**config.mk**
```make
export PLATFORM = sky130hd
export DESIGN_NAME = acr_regblock
export DESIGN_NICKNAME = d
export VERILOG_FILES = /design/src/rtl/acr_pkg.sv /design/src/rtl/acr_decode.sv /design/src/rtl/acr_reg_byte.sv /design/src/rtl/acr_timer.sv /design/src/rtl/acr_id_rom.sv /design/src/rtl/acr_regblock.sv
export SDC_FILE = /design/constraint.sdc
export NUM_CORES = 1
export LEC_CHECK = 0
export BUFFER_PORTS_ARGS = -buffer_cell sky130_fd_sc_hd__buf_2
export CAP_MARGIN = 25
export CORE_AREA = 2 2 91 93
export CTS_CLUSTER_DIAMETER = 80
export CTS_CLUSTER_SIZE = 14
export DETAILED_ROUTE_END_ITERATION = 10
export DIE_AREA = 0 0 93 95
export MAX_ROUTING_LAYER = met4
export PLACE_DENSITY_LB_ADDON = 0.1
export SLEW_MARGIN = 20
export SYNTH_ARGS = -nofsm -noshare
export SYNTH_HDL_FRONTEND = slang
export SYNTH_SLANG_ARGS = --single-unit
```
**constraint.sdc**
```tcl
create_clock -name clk -period 7.4 [get_ports clk]
set_input_delay 1.48 -clock clk [delete_from_list [all_inputs] [get_ports clk]]
set_output_delay 1.48 -clock clk [all_outputs]
set_load 0.05 [all_outputs]
```
**src/rtl/acr_pkg.sv**
```systemverilog
// Shared types and constants for the attachment control register block.
// Assumes a 9-bit host address: area[8:7], mode[6:5], index[4:0].
package acr_pkg;
    localparam int BYTE_W     = 8;
    localparam int IDX_W      = 5;
    localparam int ADDR_W     = 9;
    localparam int REG_BASE   = 8;   // first control register index
    localparam int NUM_BREG   = 6;   // plain byte registers at 8..13
    localparam int IDX_TV_HI  = 14;
    localparam int IDX_TV_LO  = 15;

    localparam logic [7:0] HS_E_STAT = 8'h1C;  // status bits of host status low
    localparam logic [7:0] HS_O_STAT = 8'h7C;  // status bits of host status high
    localparam int HS_E_EN  = 6;
    localparam int HS_E_SEL = 7;
    localparam int TC_RUN   = 7;

    typedef enum logic [1:0] {
        OP_WR  = 2'b00,
        OP_AND = 2'b01,
        OP_OR  = 2'b10,
        OP_RD  = 2'b11
    } acr_op_e;

    typedef enum logic [1:0] {
        AR_CTL  = 2'b00,
        AR_RSV  = 2'b01,
        AR_NODE = 2'b10,
        AR_PAT  = 2'b11
    } acr_area_e;

    // Implemented-bit mask of byte register k (index REG_BASE+k).
    function automatic logic [7:0] reg_mask(input int k);
        case (k)
            0:       return 8'hDF;
            1:       return 8'h7C;
            2:       return 8'hFB;
            3:       return 8'h3F;
            4:       return 8'h80;
            5:       return 8'hFF;
            default: return 8'h00;
        endcase
    endfunction

    // Bits of register k that adapter-side events may set.
    function automatic logic [7:0] set_mask(input int k);
        case (k)
            0:       return HS_E_STAT;
            1:       return HS_O_STAT;
            default: return 8'h00;
        endcase
    endfunction

    // Merge a host data byte into an old value according to the mode.
    function automatic logic [7:0] apply_op(input acr_op_e op, input logic [7:0] old_v,
                                            input logic [7:0] d);
        case (op)
            OP_WR:   return d;
            OP_AND:  return old_v & d;
            OP_OR:   return old_v | d;
            default: return old_v;
        endcase
    endfunction
endpackage

```
**src/rtl/acr_decode.sv**
```systemverilog
// Address decoder: splits the host address into area, mode and index and
// classifies the access. Assumes one access per cycle qualified by sel_i.
module acr_decode
    import acr_pkg::*;
(
    input  logic              sel_i,
    input  logic [ADDR_W-1:0] addr_i,
    output acr_op_e           op_o,
    output acr_area_e         area_o,
    output logic [IDX_W-1:0]  idx_o,
    output logic              wr_o,
    output logic              rd_o,
    output logic              reg_ok_o,
    output logic              bad_wr_o
);
    // Field split and access classification.
    always_comb begin
        op_o     = acr_op_e'(addr_i[6:5]);
        area_o   = acr_area_e'(addr_i[8:7]);
        idx_o    = addr_i[IDX_W-1:0];
        rd_o     = sel_i && (op_o == OP_RD);
        wr_o     = sel_i && (op_o != OP_RD);
        reg_ok_o = (area_o == AR_CTL) &&
                   (idx_o >= IDX_W'(REG_BASE)) && (idx_o <= IDX_W'(IDX_TV_LO));
        bad_wr_o = wr_o && !reg_ok_o;
    end
endmodule

```
**src/rtl/acr_reg_byte.sv**
```systemverilog
// One byte register with host write/AND/OR merge, adapter-side set and
// clear inputs. Clear acts before the host merge; set acts after it.
// Assumes SET_MASK is a subset of MASK.
module acr_reg_byte
    import acr_pkg::*;
#(
    parameter logic [7:0] MASK     = 8'hFF,
    parameter logic [7:0] SET_MASK = 8'h00
) (
    input  logic       clk,
    input  logic       rst_n,
    input  logic       hit_i,
    input  acr_op_e    op_i,
    input  logic [7:0] wdata_i,
    input  logic [7:0] set_i,
    input  logic [7:0] clr_i,
    output logic [7:0] q_o
);
    logic [7:0] base;
    logic [7:0] nxt;

    // Next value: acknowledge clear, then host merge, then event set.
    always_comb begin
        base = q_o & ~clr_i;
        nxt  = base;
        if (hit_i) nxt = apply_op(op_i, base, wdata_i) & MASK;
        nxt  = nxt | (set_i & SET_MASK);
    end

    // State register.
    always_ff @(posedge clk) begin
        if (!rst_n) q_o <= '0;
        else        q_o <= nxt;
    end

    // an adapter event wins over any host merge of the same cycle.
    p_set_wins_r4: assert property (@(posedge clk) disable iff (!rst_n)
        (|(set_i & SET_MASK)) |=>
        ((q_o & $past(set_i & SET_MASK)) == $past(set_i & SET_MASK)));

    // an acknowledge with no host access and no event clears the bits.
    p_ack_clears_r7: assert property (@(posedge clk) disable iff (!rst_n)
        (!hit_i && |(clr_i & ~set_i)) |=> ((q_o & $past(clr_i & ~set_i)) == 8'h00));
endmodule

```
**src/rtl/acr_timer.sv**
```systemverilog
// Interval timer: 8-bit prescaler and a TMR_W-bit down-counter that the
// host loads byte by byte. A host load outranks a tick of the same cycle.
// Assumes 9 <= TMR_W <= 16.
module acr_timer
    import acr_pkg::*;
#(
    parameter int TMR_W = 16
) (
    input  logic             clk,
    input  logic             rst_n,
    input  logic             run_i,
    input  logic [7:0]       div_i,
    input  logic             ld_hi_i,
    input  logic             ld_lo_i,
    input  acr_op_e          op_i,
    input  logic [7:0]       wdata_i,
    output logic [TMR_W-1:0] cnt_o,
    output logic             expire_o
);
    localparam int HI_W = TMR_W - 8;

    logic [7:0]       pre;
    logic             tick;
    logic [7:0]       hi_cur;
    logic [7:0]       hi_new;
    logic [7:0]       lo_new;
    logic [TMR_W-1:0] cnt_nxt;

    // Tick when the prescaler reaches the divisor.
    always_comb tick = run_i && (pre == div_i);

    // Prescaler: restarts while stopped and after each tick.
    always_ff @(posedge clk) begin
        if (!rst_n)              pre <= '0;
        else if (!run_i || tick) pre <= '0;
        else                     pre <= pre + 8'd1;
    end

    // Next count: host byte load first, otherwise a tick decrement.
    always_comb begin
        hi_cur   = 8'(cnt_o >> 8);
        hi_new   = apply_op(op_i, hi_cur, wdata_i);
        lo_new   = apply_op(op_i, cnt_o[7:0], wdata_i);
        cnt_nxt  = cnt_o;
        expire_o = 1'b0;
        if (ld_hi_i)      cnt_nxt = {hi_new[HI_W-1:0], cnt_o[7:0]};
        else if (ld_lo_i) cnt_nxt = {cnt_o[TMR_W-1:8], lo_new};
        else if (tick && (cnt_o != '0)) begin
            cnt_nxt  = cnt_o - TMR_W'(1);
            expire_o = (cnt_o == TMR_W'(1));
        end
    end

    // Count register.
    always_ff @(posedge clk) begin
        if (!rst_n) cnt_o <= '0;
        else        cnt_o <= cnt_nxt;
    end

    // a stopped timer with no load keeps its count.
    p_cnt_hold_r9: assert property (@(posedge clk) disable iff (!rst_n)
        (!run_i && !ld_hi_i && !ld_lo_i) |=> $stable(cnt_o));

    // expiry leaves the count at zero.
    p_expire_zero_r9: assert property (@(posedge clk) disable iff (!rst_n)
        expire_o |=> (cnt_o == '0));

    // a low-byte load never lets a decrement borrow into the high byte.
    p_load_keeps_hi_r10: assert property (@(posedge clk) disable iff (!rst_n)
        (ld_lo_i && !ld_hi_i) |=> (cnt_o[TMR_W-1:8] == $past(cnt_o[TMR_W-1:8])));
endmodule

```
**src/rtl/acr_id_rom.sv**
```systemverilog
// Read-only identification areas: node address bytes and a computed test
// pattern. Purely combinational; the caller registers the result.
module acr_id_rom
    import acr_pkg::*;
#(
    parameter logic [47:0] NODE_ID  = 48'h10005A3C7E21,
    parameter logic [7:0]  PAT_SEED = 8'hA5
) (
    input  acr_area_e        area_i,
    input  logic [IDX_W-1:0] idx_i,
    output logic [7:0]       data_o
);
    localparam int NODE_BYTES = 6;
    localparam int ROM_SLOTS  = 8;

    logic [7:0] node_b [ROM_SLOTS];

    // Node address bytes, most significant first; spare slots read zero.
    for (genvar g = 0; g < ROM_SLOTS; g++) begin : g_node
        if (g < NODE_BYTES) begin : g_used
            assign node_b[g] = NODE_ID[(NODE_BYTES-1-g)*8 +: 8];
        end else begin : g_spare
            assign node_b[g] = 8'h00;
        end
    end

    // Area select between node bytes and the pattern.
    always_comb begin
        data_o = 8'h00;
        if (area_i == AR_NODE) begin
            if (idx_i[IDX_W-1:3] == '0) data_o = node_b[idx_i[2:0]];
        end else if (area_i == AR_PAT) begin
            data_o = PAT_SEED ^ {idx_i, 3'b000};
        end
    end
endmodule

```
**src/rtl/acr_regblock.sv**
```systemverilog
// Attachment control register block, top level. Decodes host accesses,
// holds host status, doorbell and timer registers, merges adapter events,
// drives the host interrupt and channel-check lines and registers reads.
// Assumes at most one host access per cycle.
module acr_regblock
    import acr_pkg::*;
#(
    parameter logic [47:0] NODE_ID  = 48'h10005A3C7E21,
    parameter logic [7:0]  PAT_SEED = 8'hA5,
    parameter int          TMR_W    = 16
) (
    input  logic       clk,
    input  logic       rst_n,
    input  logic       host_sel,
    input  logic [8:0] host_addr,
    input  logic [7:0] host_wdata,
    output logic [7:0] host_rdata,
    input  logic [7:0] adp_set_e,
    input  logic [7:0] adp_set_o,
    input  logic [7:0] adp_ack,
    output logic [7:0] db_req,
    output logic [7:0] db_ctl,
    output logic       host_irq,
    output logic       host_chck
);
    acr_op_e           op;
    acr_area_e         area;
    logic [IDX_W-1:0]  idx;
    logic              wr, rd, reg_ok, bad_wr;
    logic [7:0]        q     [NUM_BREG];
    logic [7:0]        set_v [NUM_BREG];
    logic [7:0]        clr_v [NUM_BREG];
    logic [NUM_BREG-1:0] hit_v;
    logic [TMR_W-1:0]  tmr_cnt;
    logic              tmr_exp;
    logic              pend;
    logic [7:0]        rom_val;
    logic [7:0]        rd_val;

    acr_decode u_dec (
        .sel_i(host_sel), .addr_i(host_addr), .op_o(op), .area_o(area),
        .idx_o(idx), .wr_o(wr), .rd_o(rd), .reg_ok_o(reg_ok), .bad_wr_o(bad_wr)
    );

    // Event routing: status sets, timer expiry, access error, acknowledges.
    always_comb begin
        for (int k = 0; k < NUM_BREG; k++) begin
            set_v[k] = 8'h00;
            clr_v[k] = 8'h00;
        end
        set_v[0] = (adp_set_e & HS_E_STAT) | {3'b000, tmr_exp, 1'b0, bad_wr, 2'b00};
        set_v[1] = adp_set_o;
        clr_v[3] = adp_ack;
    end

    for (genvar k = 0; k < NUM_BREG; k++) begin : g_reg
        assign hit_v[k] = wr && reg_ok && (idx == IDX_W'(REG_BASE + k));
        acr_reg_byte #(.MASK(reg_mask(k)), .SET_MASK(set_mask(k))) u_reg (
            .clk(clk), .rst_n(rst_n), .hit_i(hit_v[k]), .op_i(op),
            .wdata_i(host_wdata), .set_i(set_v[k]), .clr_i(clr_v[k]), .q_o(q[k])
        );
    end

    acr_timer #(.TMR_W(TMR_W)) u_tmr (
        .clk(clk), .rst_n(rst_n), .run_i(q[4][TC_RUN]), .div_i(q[5]),
        .ld_hi_i(wr && reg_ok && (idx == IDX_W'(IDX_TV_HI))),
        .ld_lo_i(wr && reg_ok && (idx == IDX_W'(IDX_TV_LO))),
        .op_i(op), .wdata_i(host_wdata), .cnt_o(tmr_cnt), .expire_o(tmr_exp)
    );

    acr_id_rom #(.NODE_ID(NODE_ID), .PAT_SEED(PAT_SEED)) u_rom (
        .area_i(area), .idx_i(idx), .data_o(rom_val)
    );

    // Interrupt lines: pending status gated by enable, steered by select.
    always_comb begin
        pend      = (|(q[0] & HS_E_STAT)) || (|(q[1] & HS_O_STAT));
        host_irq  = q[0][HS_E_EN] &&  q[0][HS_E_SEL] && pend;
        host_chck = q[0][HS_E_EN] && !q[0][HS_E_SEL] && pend;
    end

    // Read multiplexer over control registers, timer bytes and ROM areas.
    always_comb begin
        rd_val = 8'h00;
        if (area == AR_CTL) begin
            for (int k = 0; k < NUM_BREG; k++)
                if (idx == IDX_W'(REG_BASE + k)) rd_val = q[k];
            if (idx == IDX_W'(IDX_TV_HI)) rd_val = 8'(tmr_cnt >> 8);
            if (idx == IDX_W'(IDX_TV_LO)) rd_val = tmr_cnt[7:0];
        end else begin
            rd_val = rom_val;
        end
    end

    // Read data register, updated only by read accesses.
    always_ff @(posedge clk) begin
        if (!rst_n)  host_rdata <= 8'h00;
        else if (rd) host_rdata <= rd_val;
    end

    assign db_req = q[3];
    assign db_ctl = q[2];

    // with the enable bit clear neither line is raised.
    p_irq_gate_r6: assert property (@(posedge clk) disable iff (!rst_n)
        !q[0][HS_E_EN] |-> (!host_irq && !host_chck));

    // interrupt and channel check are never raised together.
    p_irq_excl_r6: assert property (@(posedge clk) disable iff (!rst_n)
        !(host_irq && host_chck));

    // an invalid write raises the access-error flag.
    p_bad_wr_flag_r5: assert property (@(posedge clk) disable iff (!rst_n)
        bad_wr |=> q[0][2]);

    // reserved-area reads return zero.
    p_rsv_zero_r8: assert property (@(posedge clk) disable iff (!rst_n)
        (rd && (area == AR_RSV)) |=> (host_rdata == 8'h00));

    // read data holds between reads.
    p_rd_hold_r8: assert property (@(posedge clk) disable iff (!rst_n)
        !rd |=> $stable(host_rdata));
endmodule

```
# --- Yosys cells after proc, flatten, opt, wreduce, memory -nomap -nowiden ---
# Memories as Yosys holds them, arrays and structs flattened.
# Index checks and enable logic that the tools add are counted.
op_classes:
  addsub: 2
  n_lt_le_gt_ge: 3
  n_eq_ne: 19
  mux: 31
  bitwise: 25
  n_reduce_logical: 41
ops:
  columns: ["cell", "n"]
  rows:
  - ["$pmux W8 S3", 6]
  - ["$mux W8", 16]
  - ["$and A8 B8 Y8", 7]
  - ["$mux W16", 3]
  - ["$or A8 B8 Y8", 6]
  - ["$eq A5 B4 Y1 const B", 8]
  - ["$pmux W7 S3", 1]
  - ["$logic_and A1 B1 Y1", 20]
  - ["$pmux W6 S3", 1]
  - ["$eq A16 B1 Y1 const B", 1]
  - ["$reduce_bool A16 Y1", 1]
  - ["$sub A16 B1 Y16 const B", 1]
  - ["$add A8 B1 Y8 const B", 1]
  - ["$eq A2 B2 Y1 const B", 4]
  - ["$eq A8 B8 Y1", 1]
  - ["$ne A4 B4 Y1 const B", 2]
  - ["$not A8 Y8", 1]
  - ["$or A8 B5 Y8", 1]
  - ["$or A8 B7 Y8", 1]
  - ["$and A7 B7 Y7", 1]
  - ["$or A7 B7 Y7", 1]
  - ["$and A6 B6 Y6", 1]
  - ["$logic_not A2 Y1", 3]
  - ["$mux W6", 1]
  - ["21 further kinds", 32]
word_totals:
  register_bits: 72
  romBits: 64
  in_bits: 44
  output_inout_bits: 26
  n_memories: 1
mem_list:
  columns: ["memory", "words", "width", "rd", "rd_clocked_by_memory_dff", "write_ports", "line_no", "rtl"]
  rows:
  - ["(no name shown)", 8, 8, 1, 0, 0, "acr_id_rom.sv:31", "if (idx_i[IDX_W-1:3] == '0) data_o = node_b[idx_i[2:0]];"]

# --- Longest topological paths before layout ---
depth:
  word_depth: 10
  ltp_mapped: 10
  mapped_depth_nobuf: 8

# --- By module ---
# From an unflattened synthesis, not the netlist that was laid out.
unflattened:
  hier_cells: 648
  hier_area_um2: 5660.4
by_module_without_submodules:
  columns: ["mod", "instances", "cells_per_inst", "area_per_inst_um2"]
  rows:
  - ["acr_timer", 1, 237, 1851.8]
  - ["acr_regblock", 1, 160, 1298.7]
  - ["acr_reg_byte at g_reg[2].u_reg", 1, 39, 416.6]
  - ["acr_reg_byte at g_reg[3].u_reg", 1, 36, 386.6]
  - ["acr_reg_byte at g_reg[5].u_reg", 1, 36, 385.4]
  - ["acr_reg_byte at g_reg[0].u_reg", 1, 39, 356.6]
  - ["acr_reg_byte at g_reg[1].u_reg", 1, 34, 345.3]
  - ["acr_reg_byte at g_reg[4].u_reg", 1, 22, 292.8]
  - ["acr_id_rom", 1, 32, 211.5]
  - ["acr_decode", 1, 13, 115.1]

# --- Least setup slack after synthesis ---
# OpenSTA, ideal clock, no wires.
synth_path:
  kind: "input port to flip-flop"
  startpoint: "in host_addr[5]"
  endpoint: "reg u_tmr.cnt_o[6]"
  setup_time_ps: 120
  arrival_ps: 3211
  path_slack_ps: 4068
  stages: 9
  n_path_buf: 3
  cell_sequence: "ha_1 -> nand2b_1 -> buf_2 -> or4_1 -> clkbuf_1 -> o22a_2 -> buf_6 -> o211ai_2 -> o21ai_1"
synth_via:
  elab_chain_len: 6
synth_lines:
  columns: ["element", "line_no", "rtl"]
  rows:
  - ["start: declaration", "acr_regblock.sv:15", "input logic [8:0] host_addr,"]
  - ["$ne A2 B2 Y1", "acr_decode.sv:22", "wr_o = sel_i && (op_o != OP_RD);"]
  - ["$logic_and A1 B1 Y1", "acr_decode.sv:22", null]
  - ["$logic_and A1 B1 Y1", "acr_regblock.sv:66, acr_regblock.sv:67", null]
  - ["$logic_and A1 B1 Y1, on equally long branches", "acr_regblock.sv:67, acr_regblock.sv:66", null]
  - ["$ne A4 B4 Y1 (no source line), or another cell as far along", null, null]
  - ["$reduce_and A3 Y1 (no source line)", null, null]
  - ["end signal: assignment", "acr_timer.sv:57", "else cnt_o <= cnt_nxt;"]
  - ["end: declaration", "acr_timer.sv:17", "output logic [TMR_W-1:0] cnt_o,"]
# Several ways; a longest one is shown, not always the timed one. The select of a mux whose other input is x is not followed.
# A chain may end at the register's enable or synchronous reset.

# --- Worst setup path in the final report ---
layout_path:
  startpoint: "in host_addr[0]"
  endpoint: "reg u_tmr.cnt_o[4]"
layout_via:
  elab_chain_len: 7
layout_lines:
  columns: ["element", "line_no", "rtl"]
  rows:
  - ["$ge A5 B4 Y1", "acr_decode.sv:24", "(idx_o >= IDX_W'(REG_BASE)) && (idx_o <= IDX_W'(IDX_TV_LO));"]
  - ["$logic_and A1 B1 Y1", "acr_decode.sv:23", "reg_ok_o = (area_o == AR_CTL) &&"]
  - ["$logic_and A1 B1 Y1", "acr_decode.sv:24", null]
  - ["$logic_and A1 B1 Y1", "acr_regblock.sv:66, acr_regblock.sv:67", null]
  - ["$logic_and A1 B1 Y1, on equally long branches", "acr_regblock.sv:67, acr_regblock.sv:66", null]
  - ["$ne A4 B4 Y1 (no source line), or another cell as far along", null, null]
  - ["$reduce_and A3 Y1 (no source line)", null, null]
# Several ways; a longest one is shown, not always the timed one. The select of a mux whose other input is x is not followed.

==> run_results.csv <==
group,metric,value,unit
worst_setup_path,worst_path_max_delay_cell,"or4_1",
synth,synth_warnings,0,
synth,netlist_area,4630,sq um
worst_setup_path,r2r-start,"u_tmr.cnt_o[1]",
final_layout,drive_above_1_share,0.179,
drt,antenna_left,0,
worst_setup_path,cp_data_required_time,7.63,ns
final_layout,fin_nets,672,
worst_setup_path,critPathBufInv,1,
placed_design,globalplace.congestion,1.02,
cts,h-tree-depth,3,
drt,drt_iter0_drc,565,
drt,topRoutingLayerUsed,"met4",
drt,firstDrtPassIters,5,
worst_setup_path,crit_chain,"buf_2, nand2_1, or4_1, o22a_2, o211ai_1, o21ai_1",
synth,netlist_instances,591,
synth,netlist_top_cells_count,"dfxtp_1, o21ai_0, nand2_1",
synth,ys_types,74,
die,rows,33,
grt,grt_pass1_wl,23.3,mm
timing,finalSetupViolations,0,
run_status,status,"finished, final reports clean",
cts,clockBufferDepth,2,
worst_setup_path,end_kind,"flip-flop",
grt,grt_use_total,0.348,
synth,yosysSeqAreaShare,0.294,
timing,setup_tns,0,ns
drt,wl_met1,6.01,mm
drt,drcViolationCount,0,
timing,fin_crit_sh,0.515,
final_layout,fill_cells,764,
final_layout,n_antenna_cell,0,
timing,hold_viol_final,0,
worst_setup_path,timing.rr.end,"u_tmr.cnt_o[8]",
worst_hold_path,holdCritStartpoint,"g_reg[3].u_reg.q_o[7]",
drt,wl_met3,1.32,mm
cts,cts_buffers,9,
worst_setup_path,crit_family,"simple AND/OR/NAND/NOR gates",
synth,synth-main-ff-cell,"dfxtp_1",
synth,synth.avg_cell_area,7.84,sq um
synth,synth_top_area_share,0.294,
worst_setup_path,crit_arrival,4.04,ns
synth,yosysMostFrequentCell,"dfxtp_1",
drt,wl_met2,6.54,mm
die,start_util,0.584,
cts,cts_setup_buffers,0,
drt,vias_per_cell,6.55,
timing,fin_skew,0.0126,ns
placed_design,dpl.hpwl,10.2,mm
worst_setup_path,worstSetupPathType,"in2reg",
worst_setup_path,rrSetupSlack,4.96,ns
worst_setup_path,start_kind,"primary input",
timing,rsz0062_at_grt,"no",
synth,synthMuxAreaShare,0.0381,
drt,wl,14.5,mm
timing,worstMarginPinSlew,0.956,ns
grt,antenna_found_initial,0,
cts,cts_resized,0,
placed_design,placed_cells,714,
drt,wl_per_cell,19.9,um
synth,async_flop_share,0,
synth,synth_edf_count,0,
cts,clk_pin_slew_worst_paths,0.08,ns
synth,synth_top_family_by_area,"compound AO/OA/AOI/OAI gates",
cts,clock_latency,0.35,ns
synth,syn-num-nets,643,
die,core-area,7930,sq um
grt,grt_max_degree,74,
power,leakage,2.09,nW
die,die_w,93,um
power,powerDensity,168,nW/um^2
worst_setup_path,path_max_fanout,35,
cts,numClockSinks,68,
grt,gr-total-overflow,0,
final_layout,area_growth,9.08,%
power,peakVddDrop,0.114,mV
final_layout,ff_latch_area,1360,sq um
cts,cts_tree,"yes",
synth,synth-compound-area-share,0.279,
synth,yosysTopAreaCell,"dfxtp_1",
cts,root_buffer,"clkbuf_8",
die,die-height,95,um
synth,ys_seq_elements,68,
placed_design,port_buffers,60,
worst_setup_path,slowest_delay,0.76,ns
cts,cts_hold_buf,0,
final_layout,final-instance-count-excl-fill,730,
worst_setup_path,worst_r2r_path_depth,8,
die,fp.dieArea,8840,sq um
worst_hold_path,min_path_cells,1,
worst_hold_path,hold_path_class,"reg2reg",
synth,synth_xor_area_frac,0.0303,
worst_setup_path,worst-path-stages,6,
drt,dr_total_vias,4785,
job,cap_violations,0,
synth,synthTopCellsByArea,"dfxtp_1, o21ai_0, nand2_1, nand3_1, a21boi_0",
synth,synthAdderAreaFrac,0.0216,
timing,fin_crit,3.81,ns
synth,synth-simple-area-share,0.272,
grt,grt_pass1_vias,4381,
timing,maxSlewViolCount,0,
die,ioPinCount,70,
timing,max_slew_margin,0.362,
timing,timing.fmax,262,MHz
final_layout,multiInputGateArea,2970,sq um
worst_hold_path,hold_end,"g_reg[3].u_reg.q_o[7]",
## placed cells by master (no fill, tap or decap), types with 4 or more instances in the layout
| cell type | Yosys | layout |
|---|---|---|
| inv_1 | 12 | 12 |
| o21a_1 | 5 | 5 |
| o31ai_1 | 4 | 4 |
| o211ai_1 | 4 | 4 |
| nand2b_1 | 9 | 9 |
| nor4_1 | 8 | 8 |
| nor3_1 | 14 | 14 |
| a22oi_1 | 18 | 18 |
| xnor2_1 | 5 | 5 |
| xor2_1 | 11 | 11 |
| and3_1 | 11 | 11 |
| a31o_1 | 5 | 5 |
| o21ai_1 | 9 | 9 |
| a221oi_1 | 5 | 5 |
| nor2b_1 | 5 | 5 |
| ha_1 | 8 | 8 |
| a21boi_0 | 21 | 21 |
| dfxtp_1 | 68 | 68 |
| a31oi_1 | 16 | 16 |
| nand2_1 | 60 | 60 |
| buf_2 | 6 | 60 |
| and2_1 | 10 | 10 |
| clkbuf_8 | 0 | 10 |
| nor3b_1 | 4 | 4 |
| o21ai_0 | 62 | 62 |
| o22ai_1 | 7 | 7 |
| nand3b_1 | 4 | 4 |
| mux2_2 | 9 | 9 |
| nand3_1 | 36 | 36 |
| nor2_1 | 37 | 37 |
| a21oi_1 | 25 | 25 |
## metrics by stage
step | utilization | setup WS [ns] | area, sq um | total power [mW] | hold WS (ns)
4_1_cts | 0.637 | 3.65 | 5050 | 0.851 | 0.496
5_1_grt | 0.637 | 3.48 | 5050 | 0.881 | 0.520
2_1_floorplan | - | 4.07 | 4630 | 0.469 | 0.451
3_3_place_gp | 0.609 | 3.31 | 4830 | 0.498 | 0.474
6_report | 0.637 | 3.59 | 5050 | 0.849 | 0.494
3_5_place_dp | 0.609 | 3.28 | 4830 | 0.500 | 0.485
## state kept, by name (all words and copies together) (netlist names)
name and count:
g.u_reg.q_o 36, u_tmr.pre 8, host_rdata 8, u_tmr.cnt_o 16
## worst max path at each step
stage,from,to,slack (ns)
floorplan,host_addr[5],u_tmr.cnt_o[6],4.07
global placement,host_addr[0],u_tmr.cnt_o[4],3.31
detailed placement,host_addr[0],u_tmr.cnt_o[4],3.28
CTS,host_addr[0],u_tmr.cnt_o[4],3.65
global route,host_addr[0],u_tmr.cnt_o[7],3.48
finish,host_addr[0],u_tmr.cnt_o[4],3.59
## routing by layer
metal  global-route usage  vias up
met2                0.514      274
li1                     -     2229
met3               0.0543       47
met5                    -        -
met4                0.168        0
met1                0.467     2235
## report_power, final
group | total [mW] | internal [mW] | leakage [nW] | switching [mW]
clock | 0.354 | 0.199 | 0.116 | 0.155
sequential | 0.375 | 0.371 | 0.551 | 0.00392
combinational | 0.121 | 0.0365 | 1.42 | 0.0840
## cell families after synthesis
logic type,Yosys count
flip-flops,68
adder cells (fa/ha/maj),8
multiplexers,14
buffers and inverters,56
XOR/XNOR,16
other,1
AND/OR/NAND/NOR,227
AO/OA/AOI/OAI,201
## final cells by class
| cell class | count | share of cell area |
|---|---|---|
| flip-flops and latches | 68 | 0.269 |
| clock inverters | 6 | 0.0173 |
| clock buffers | 10 | 0.0272 |
| inverters | 12 | 0.00892 |
| multi-input cells | 467 | 0.589 |
| repair buffers | 62 | 0.0624 |
| well taps | 105 | 0.0260 |
Power figures use the tool's default switching activity.
